<file path="src/rtl/ps_cfg_pkg.sv">
package ps_cfg_pkg;

  typedef enum logic [2:0] {
    ST_IDLE,
    ST_REQ,
    ST_WAIT,
    ST_LOAD,
    ST_FIN,
    ST_AUTO,
    ST_OK,
    ST_FAIL
  } ps_state_t;

  // microseconds to system cycles, rounded up
  function automatic int unsigned us_to_cycles(input int unsigned khz,
                                               input int unsigned us);
    return (khz * us + 999) / 1000;
  endfunction

  function automatic int unsigned max3(input int unsigned a,
                                       input int unsigned b,
                                       input int unsigned c);
    int unsigned m;
    m = (a > b) ? a : b;
    return (m > c) ? m : c;
  endfunction

endpackage

</file>
<file path="src/rtl/ps_sync.sv">
module ps_sync #(
  parameter int unsigned W = 3
) (
  input  logic         clk,
  input  logic         rst_n,
  input  logic [W-1:0] d,
  output logic [W-1:0] q
);
  logic [W-1:0] s1, s2;

  always_ff @(posedge clk or negedge rst_n) begin
    if (!rst_n) begin
      s1 <= '0;
      s2 <= '0;
    end else begin
      s1 <= d;
      s2 <= s1;
    end
  end

  assign q = s2;
endmodule

</file>
<file path="src/rtl/ps_shifter.sv">
module ps_shifter #(
  parameter int unsigned DIV = 2
) (
  input  logic       clk,
  input  logic       rst_n,
  input  logic       en,
  input  logic [7:0] s_data,
  input  logic       s_valid,
  output logic       s_ready,
  output logic       dclk,
  output logic       data0,
  output logic       byte_done
);
  localparam int unsigned DW = (DIV > 1) ? $clog2(DIV) : 1;

  logic [7:0]    sh;
  logic          have;
  logic [2:0]    bcnt;
  logic [DW-1:0] ph;
  logic          clk_q;

  assign s_ready = en && !have;
  assign dclk    = en && clk_q;
  assign data0   = en && have && sh[0];

  always_ff @(posedge clk or negedge rst_n) begin
    if (!rst_n) begin
      sh        <= '0;
      have      <= 1'b0;
      bcnt      <= '0;
      ph        <= '0;
      clk_q     <= 1'b0;
      byte_done <= 1'b0;
    end else if (!en) begin
      have      <= 1'b0;
      bcnt      <= '0;
      ph        <= '0;
      clk_q     <= 1'b0;
      byte_done <= 1'b0;
    end else begin
      byte_done <= 1'b0;
      if (!have) begin
        if (s_valid) begin
          sh   <= s_data;
          have <= 1'b1;
          ph   <= '0;
        end
      end else if (ph != DW'(DIV - 1)) begin
        ph <= ph + 1'b1;
      end else begin
        ph <= '0;
        if (!clk_q) begin
          clk_q <= 1'b1;
        end else begin
          clk_q <= 1'b0;
          sh    <= {1'b0, sh[7:1]};
          bcnt  <= bcnt + 1'b1;
          if (bcnt == 3'd7) begin
            have      <= 1'b0;
            byte_done <= 1'b1;
          end
        end
      end
    end
  end
endmodule

</file>
<file path="src/rtl/ps_cfg_host.sv">
module ps_cfg_host
  import ps_cfg_pkg::*;
#(
  parameter int unsigned CLK_KHZ   = 250000,
  parameter int unsigned REQ_US    = 2,
  parameter int unsigned TMO_US    = 500,
  parameter int unsigned DIV       = 4,
  parameter int unsigned FIN_CYC   = 64,
  parameter int unsigned MAX_RETRY = 3,
  parameter int unsigned LEN_W     = 16
) (
  input  logic             clk,
  input  logic             rst_n,
  input  logic             start,
  input  logic             auto_restart,
  input  logic [LEN_W-1:0] total_bytes,
  input  logic [7:0]       s_data,
  input  logic             s_valid,
  output logic             s_ready,
  output logic             rewind,
  output logic             cfg_req_n,
  input  logic             status_in,
  input  logic             done_in,
  input  logic             init_done_in,
  output logic             dclk,
  output logic             data0,
  output logic             busy,
  output logic             cfg_ok,
  output logic             cfg_err
);
  localparam int unsigned REQ_CYC = us_to_cycles(CLK_KHZ, REQ_US);
  localparam int unsigned TMO_CYC = us_to_cycles(CLK_KHZ, TMO_US);
  localparam int unsigned MAXC    = max3(REQ_CYC, TMO_CYC, FIN_CYC);
  localparam int unsigned TW      = $clog2(MAXC + 1);
  localparam int unsigned RW      = $clog2(MAX_RETRY + 1);

  ps_state_t st, nxt;
  logic [TW-1:0]    tmr;
  logic [RW-1:0]    retry_cnt;
  logic [LEN_W-1:0] bytes_sent;
  logic [2:0]       sync_q;
  logic             sta_s, don_s, ini_s;
  logic             byte_done, load_active, auto_wait;
  logic             req_end, tmo_hit, fin_hit, last_byte, err_evt, go_load, exhausted;

  ps_sync #(.W(3)) u_sync (
    .clk  (clk),
    .rst_n(rst_n),
    .d    ({status_in, done_in, init_done_in}),
    .q    (sync_q)
  );
  assign {sta_s, don_s, ini_s} = sync_q;

  assign load_active = (st == ST_LOAD);
  assign auto_wait   = (st == ST_AUTO);

  ps_shifter #(.DIV(DIV)) u_shift (
    .clk      (clk),
    .rst_n    (rst_n),
    .en       (load_active),
    .s_data   (s_data),
    .s_valid  (s_valid),
    .s_ready  (s_ready),
    .dclk     (dclk),
    .data0    (data0),
    .byte_done(byte_done)
  );

  // named events for the checker
  assign req_end   = (tmr == TW'(REQ_CYC - 1));
  assign tmo_hit   = (tmr == TW'(TMO_CYC - 1));
  assign fin_hit   = (tmr == TW'(FIN_CYC - 1));
  assign last_byte = byte_done && (bytes_sent == LEN_W'(total_bytes - 1'b1));
  assign exhausted = (retry_cnt == RW'(MAX_RETRY));
  assign err_evt   = (load_active && !sta_s)
                   || ((st == ST_WAIT) && !sta_s && tmo_hit)
                   || ((st == ST_FIN) && !(don_s && ini_s) && fin_hit);
  assign go_load   = ((st == ST_WAIT) || auto_wait) && sta_s;

  always_comb begin
    nxt = st;
    unique case (st)
      ST_IDLE, ST_OK, ST_FAIL: if (start) nxt = ST_REQ;
      ST_REQ:  if (req_end) nxt = ST_WAIT;
      ST_WAIT: if (go_load) nxt = ST_LOAD;
      ST_LOAD: if (sta_s && last_byte) nxt = ST_FIN;
      ST_FIN:  if (don_s && ini_s) nxt = ST_OK;
      ST_AUTO: begin
        if (go_load) nxt = ST_LOAD;
        else if (tmo_hit) nxt = ST_REQ;
      end
      default: nxt = ST_IDLE;
    endcase
    if (err_evt) begin
      if (exhausted) nxt = ST_FAIL;
      else if (load_active && auto_restart) nxt = ST_AUTO;
      else nxt = ST_REQ;
    end
  end

  always_ff @(posedge clk or negedge rst_n) begin
    if (!rst_n) begin
      st         <= ST_IDLE;
      tmr        <= '0;
      retry_cnt  <= '0;
      bytes_sent <= '0;
    end else begin
      st <= nxt;
      if (nxt != st) tmr <= '0;
      else if (tmr != TW'(MAXC)) tmr <= tmr + 1'b1;
      if ((st == ST_IDLE || st == ST_OK || st == ST_FAIL) && start) retry_cnt <= '0;
      else if (err_evt && !exhausted) retry_cnt <= retry_cnt + 1'b1;
      if (!load_active) bytes_sent <= '0;
      else if (byte_done) bytes_sent <= bytes_sent + 1'b1;
    end
  end

  assign cfg_req_n = (st != ST_REQ);
  assign rewind    = go_load;
  assign busy      = !(st == ST_IDLE || st == ST_OK || st == ST_FAIL);
  assign cfg_ok    = (st == ST_OK);
  assign cfg_err   = (st == ST_FAIL);
endmodule

</file>
<file path="config.mk">
export PLATFORM = sky130hd
export DESIGN_NAME = ps_cfg_host
export DESIGN_NICKNAME = d
export VERILOG_FILES = /design/src/rtl/ps_cfg_pkg.sv /design/src/rtl/ps_sync.sv /design/src/rtl/ps_shifter.sv /design/src/rtl/ps_cfg_host.sv
export SDC_FILE = /design/constraint.sdc
export NUM_CORES = 1
export LEC_CHECK = 0
export ABC_AREA = 1
export ABC_CLOCK_PERIOD_IN_PS = 1850
export BUFFER_PORTS_ARGS = -buffer_cell sky130_fd_sc_hd__buf_2
export CORE_UTILIZATION = 29
export DETAILED_ROUTE_END_ITERATION = 12
export GPL_TIMING_DRIVEN = 0
export PLACE_DENSITY = 0.57
export SLEW_MARGIN = 20
export SYNTH_ARGS = -nofsm -noshare
export SYNTH_HDL_FRONTEND = slang
export SYNTH_SLANG_ARGS = --single-unit
export TNS_END_PERCENT = 30
</file>
<file path="constraint.sdc">
create_clock -name clk -period 1.85 [get_ports clk]
set_input_delay 0.4625 -clock clk [delete_from_list [all_inputs] [get_ports clk]]
set_output_delay 0.4625 -clock clk [all_outputs]
set_load 0.02 [all_outputs]
</file>
==> summary.txt <==
Setup path
  – R2r setup slk: -0.29 ns
  – R2R depth: 16
  – Worst reg2reg startpoint: bytes_sent[5]$_DFFE_PN0P_
  – Worst path arrival time: 2.42 ns
  – Critical path endpoint category: flop
  – CP required: 2.09 ns
  – Crit path kind: in2reg
  – Startpoint types: primary input
  – Capturing point of the worst reg2reg path: tmr[11]$_DFFE_PN0P_
  – Worst-path maximum fanout: 7

Global routing
  – Global-route wire length before repair: about 16 mm
  – Largest net degree at the start of global routing: 40
  – Vias in the first global route: 3,434
  – Total track usage: ~14%
  – Antenna violations before repair: 0
  – Total gr overflow: 0

Layout
  – Layout fillers: 1,291
  – Fin util: 39.7%
  – Commonest non-fill, non-tap cell in the layout: nand2_1
  – Ant. Diodes: 0
  – Finished Cell Area: 5070 sq um
  – Nets: 635
  – Syn-to-layout area delta: 31.5%
  – Share of layout cells above drive strength 1: 28.3%
  – Most frequent cells in the layout: nand2_1, inv_1, dfrtp_1

Outcome
  – Failing checks: setup timing
  – Outcome: complete, but fails checks

Timing
  – Clock Skew: 0.00530 ns
  – RSZ-0062 raised after global routing: true
  – Worst slew pin tran: 0.428 ns
  – Hold Fails Final Rpt: 0
  – Final Cycle Share: 118%
  – Final Max Tran Viols: 0
  – Final Setup Violations: 24
  – Slew Limit Headroom: between 70 and 80%
  – Worst hold slack: 0.0263 ns
  – Fmax: 459 MHz
  – Clock period minus worst slack: about 2.2 ns
  – Worst setup slack after layout: -0.329 ns

Synthesis
  – Synth unique cells: 34
  – Register area share after synthesis: between 30% and 40%
  – Synth Area per Inst: 7.36 sq um
  – Cells after synthesis: approximately 520
  – Post-synth net total: ~560
  – Synth Flop Type: dfrtp_1
  – Async SR Flop Fraction: 100%
  – Yosys reg bits: 60
  – Warnings from Yosys: 0
  – Cell area after synthesis: 3860 sq um
  – Post-synth EDFFs: 0

Floorplan
  – Die W: 117 um
  – Row cnt: 41
  – Die Area: 13,800 sq um
  – Initial cell density of the core: between 30% and 40%
  – Die Ht: 117 um
  – Core Box Area: 12,800 sq um
  – # IOs: 40

Run
  – Max Cap Viol: 0

Place
  – IO Port Bufs: 39
  – Dpl ws: -0.818 ns
  – Dpl hpwl: 6.72 mm
  – DP Area: 4310 sq um
  – Placer Congestion: 0.826

Clocking
  – Clk_lat worst skew: 0.33 ns
  – Post-CTS Hold Buffers: 0
  – CTS root buf: clkbuf_16
  – Htree depth: 3
  – TritonCTS clock tree: built
  – Clock sinks: 60
  – Clock Tree Buf Depth: 2
  – Worst-path clk slew: about 0.05 ns
  – CTS Buf Count: 9

Power
  – VDD IR max: 0.000501 V
  – Final Power: 5.99 mW
  – Leak Pwr: 2.31 nW
  – Pwr/cell area: around 1200 nW/um^2

Drt
  – DRC violations left: 0
  – DR iter-0 viols: 142
  – Drt pass-1 iters: 4
  – Avg WL per Cell: ~12 um
  – Drt total wl: 9.58 mm
  – Vias per cell: around 4.6
  – Vias: 3,559
  – Number of routed nets with antenna violations: 0

Worst hold path
  – Hold Crit Class: in2async
-- report_power, final --
group          total [mW]  internal [mW]  switching [mW]  leakage, nW
Clock                1.53          0.911           0.619        0.136
Sequential           1.59           1.49           0.105        0.789
Combinational        2.87           1.22            1.65         1.39
Total                5.99           3.62            2.37         2.31
-- flip-flops by register name (all words and copies together), names as in the netlist --
register           count
u_shift.have           1
u_sync.s1              3
u_sync.q               3
retry_cnt              2
u_shift.sh             8
bytes_sent            16
u_shift.byte_done      1
u_shift.bcnt           3
u_shift.clk_q          1
u_shift.ph             2
st                     3
tmr                   17
-- critical path: stages --
cell and delay (ns):
buf_8 0.08, inv_6 0.04, ha_4 0.16, or2_1 0.22, nand2_1 0.07, nand2_1 0.05, nand2_1 0.06, nand3_1 0.10
nor2_1 0.12, nand2_1 0.07, nor2_2 0.15, nand4_1 0.14, nand3_2 0.11, nand2_2 0.06, nand2_2 0.08, nand3_4 0.15
buf_12 0.19, nor3_4 0.10
-- cells by family after synthesis --
family / after synthesis / share of synthesized area [%]
flip-flops: 60 / 38.9
AND/OR/NAND/NOR: 288 / 35.9
buffers and inverters: 87 / 8.88
multiplexers: 1 / 0.259
AO/OA/AOI/OAI: 55 / 7.75
XOR/XNOR: 25 / 5.67
adder cells (fa/ha/maj): 8 / 2.59
-- what timing repair did --
item | CTS | global route
pin swaps | 9 | 17
endpoints found under the setup margin | 52 | 43
gates resized for setup | 51 | 40
cloned | 1 | 0
endpoints found under the hold margin | 0 | 0
buffers inserted | 15 | 6
-- area by class of cell --
class	count	area, sq um	area share (%)
inverter	78	304	5.99
clock inverter	7	52.6	1.04
clock buffer	9	225	4.44
buffer	7	81.3	1.60
sequential	60	1510	29.8
tap	172	215	4.24
timing repair buffer	62	448	8.83
multi-input combinational	377	2240	44.1
-- per-stage QoR --
step | setup TNS [ns] | instances
4_1_cts | -5.75 | 766
5_1_grt | -10.59 | 772
3_3_place_gp | -23.59 | 735
2_1_floorplan | -5.29 | 524
6_report | -6.24 | 772
3_5_place_dp | -25.08 | 736
-- per-layer routing --
layer | track usage [%] | wire length, um | vias up
met5 | 0 | 0 | -
met4 | 5.76 | 140 | 0
met3 | 2.29 | 215 | 13
met2 | 22.9 | 4570 | 48
li1 | - | - | 1846
met1 | 19.0 | 4650 | 1652
-- cell usage after synthesis (2+ instances only) --
cell type	instances	area [sq um]
a21oi_1	18	90.1
a31oi_1	2	12.5
buf_6	2	22.5
clkbuf_1	6	22.5
dfrtp_1	60	1500
ha_1	8	100
inv_1	78	293
nand2_1	117	439
nand2_2	8	50.1
nand3_1	28	140
nand3_2	4	40.0
nand3b_1	3	22.5
nand4_1	11	68.8
nor2_1	61	229
nor2_2	5	31.3
nor2_4	2	22.5
nor3_1	25	125
nor3_2	11	110
nor4_1	6	37.5
o211ai_1	7	52.6
o21ai_0	26	130
xnor2_1	8	70.1
xor2_1	17	149
-- how the worst max path moves through the flow --
| stage | from | endpoint | depth (start not counted) |
|---|---|---|---|
| floorplan | total_bytes[0] | tmr[13]$_DFFE_PN0P_ | 18 |
| global placement | st[1]$_DFF_PN0_ | dclk | 7 |
| detailed placement | total_bytes[0] | tmr[0]$_DFFE_PN0P_ | 18 |
| CTS | total_bytes[0] | tmr[0]$_DFFE_PN0P_ | 18 |
| global route | total_bytes[0] | tmr[11]$_DFFE_PN0P_ | 18 |
| finish | total_bytes[0] | tmr[11]$_DFFE_PN0P_ | 18 |
Power figures use the tool's default switching activity.
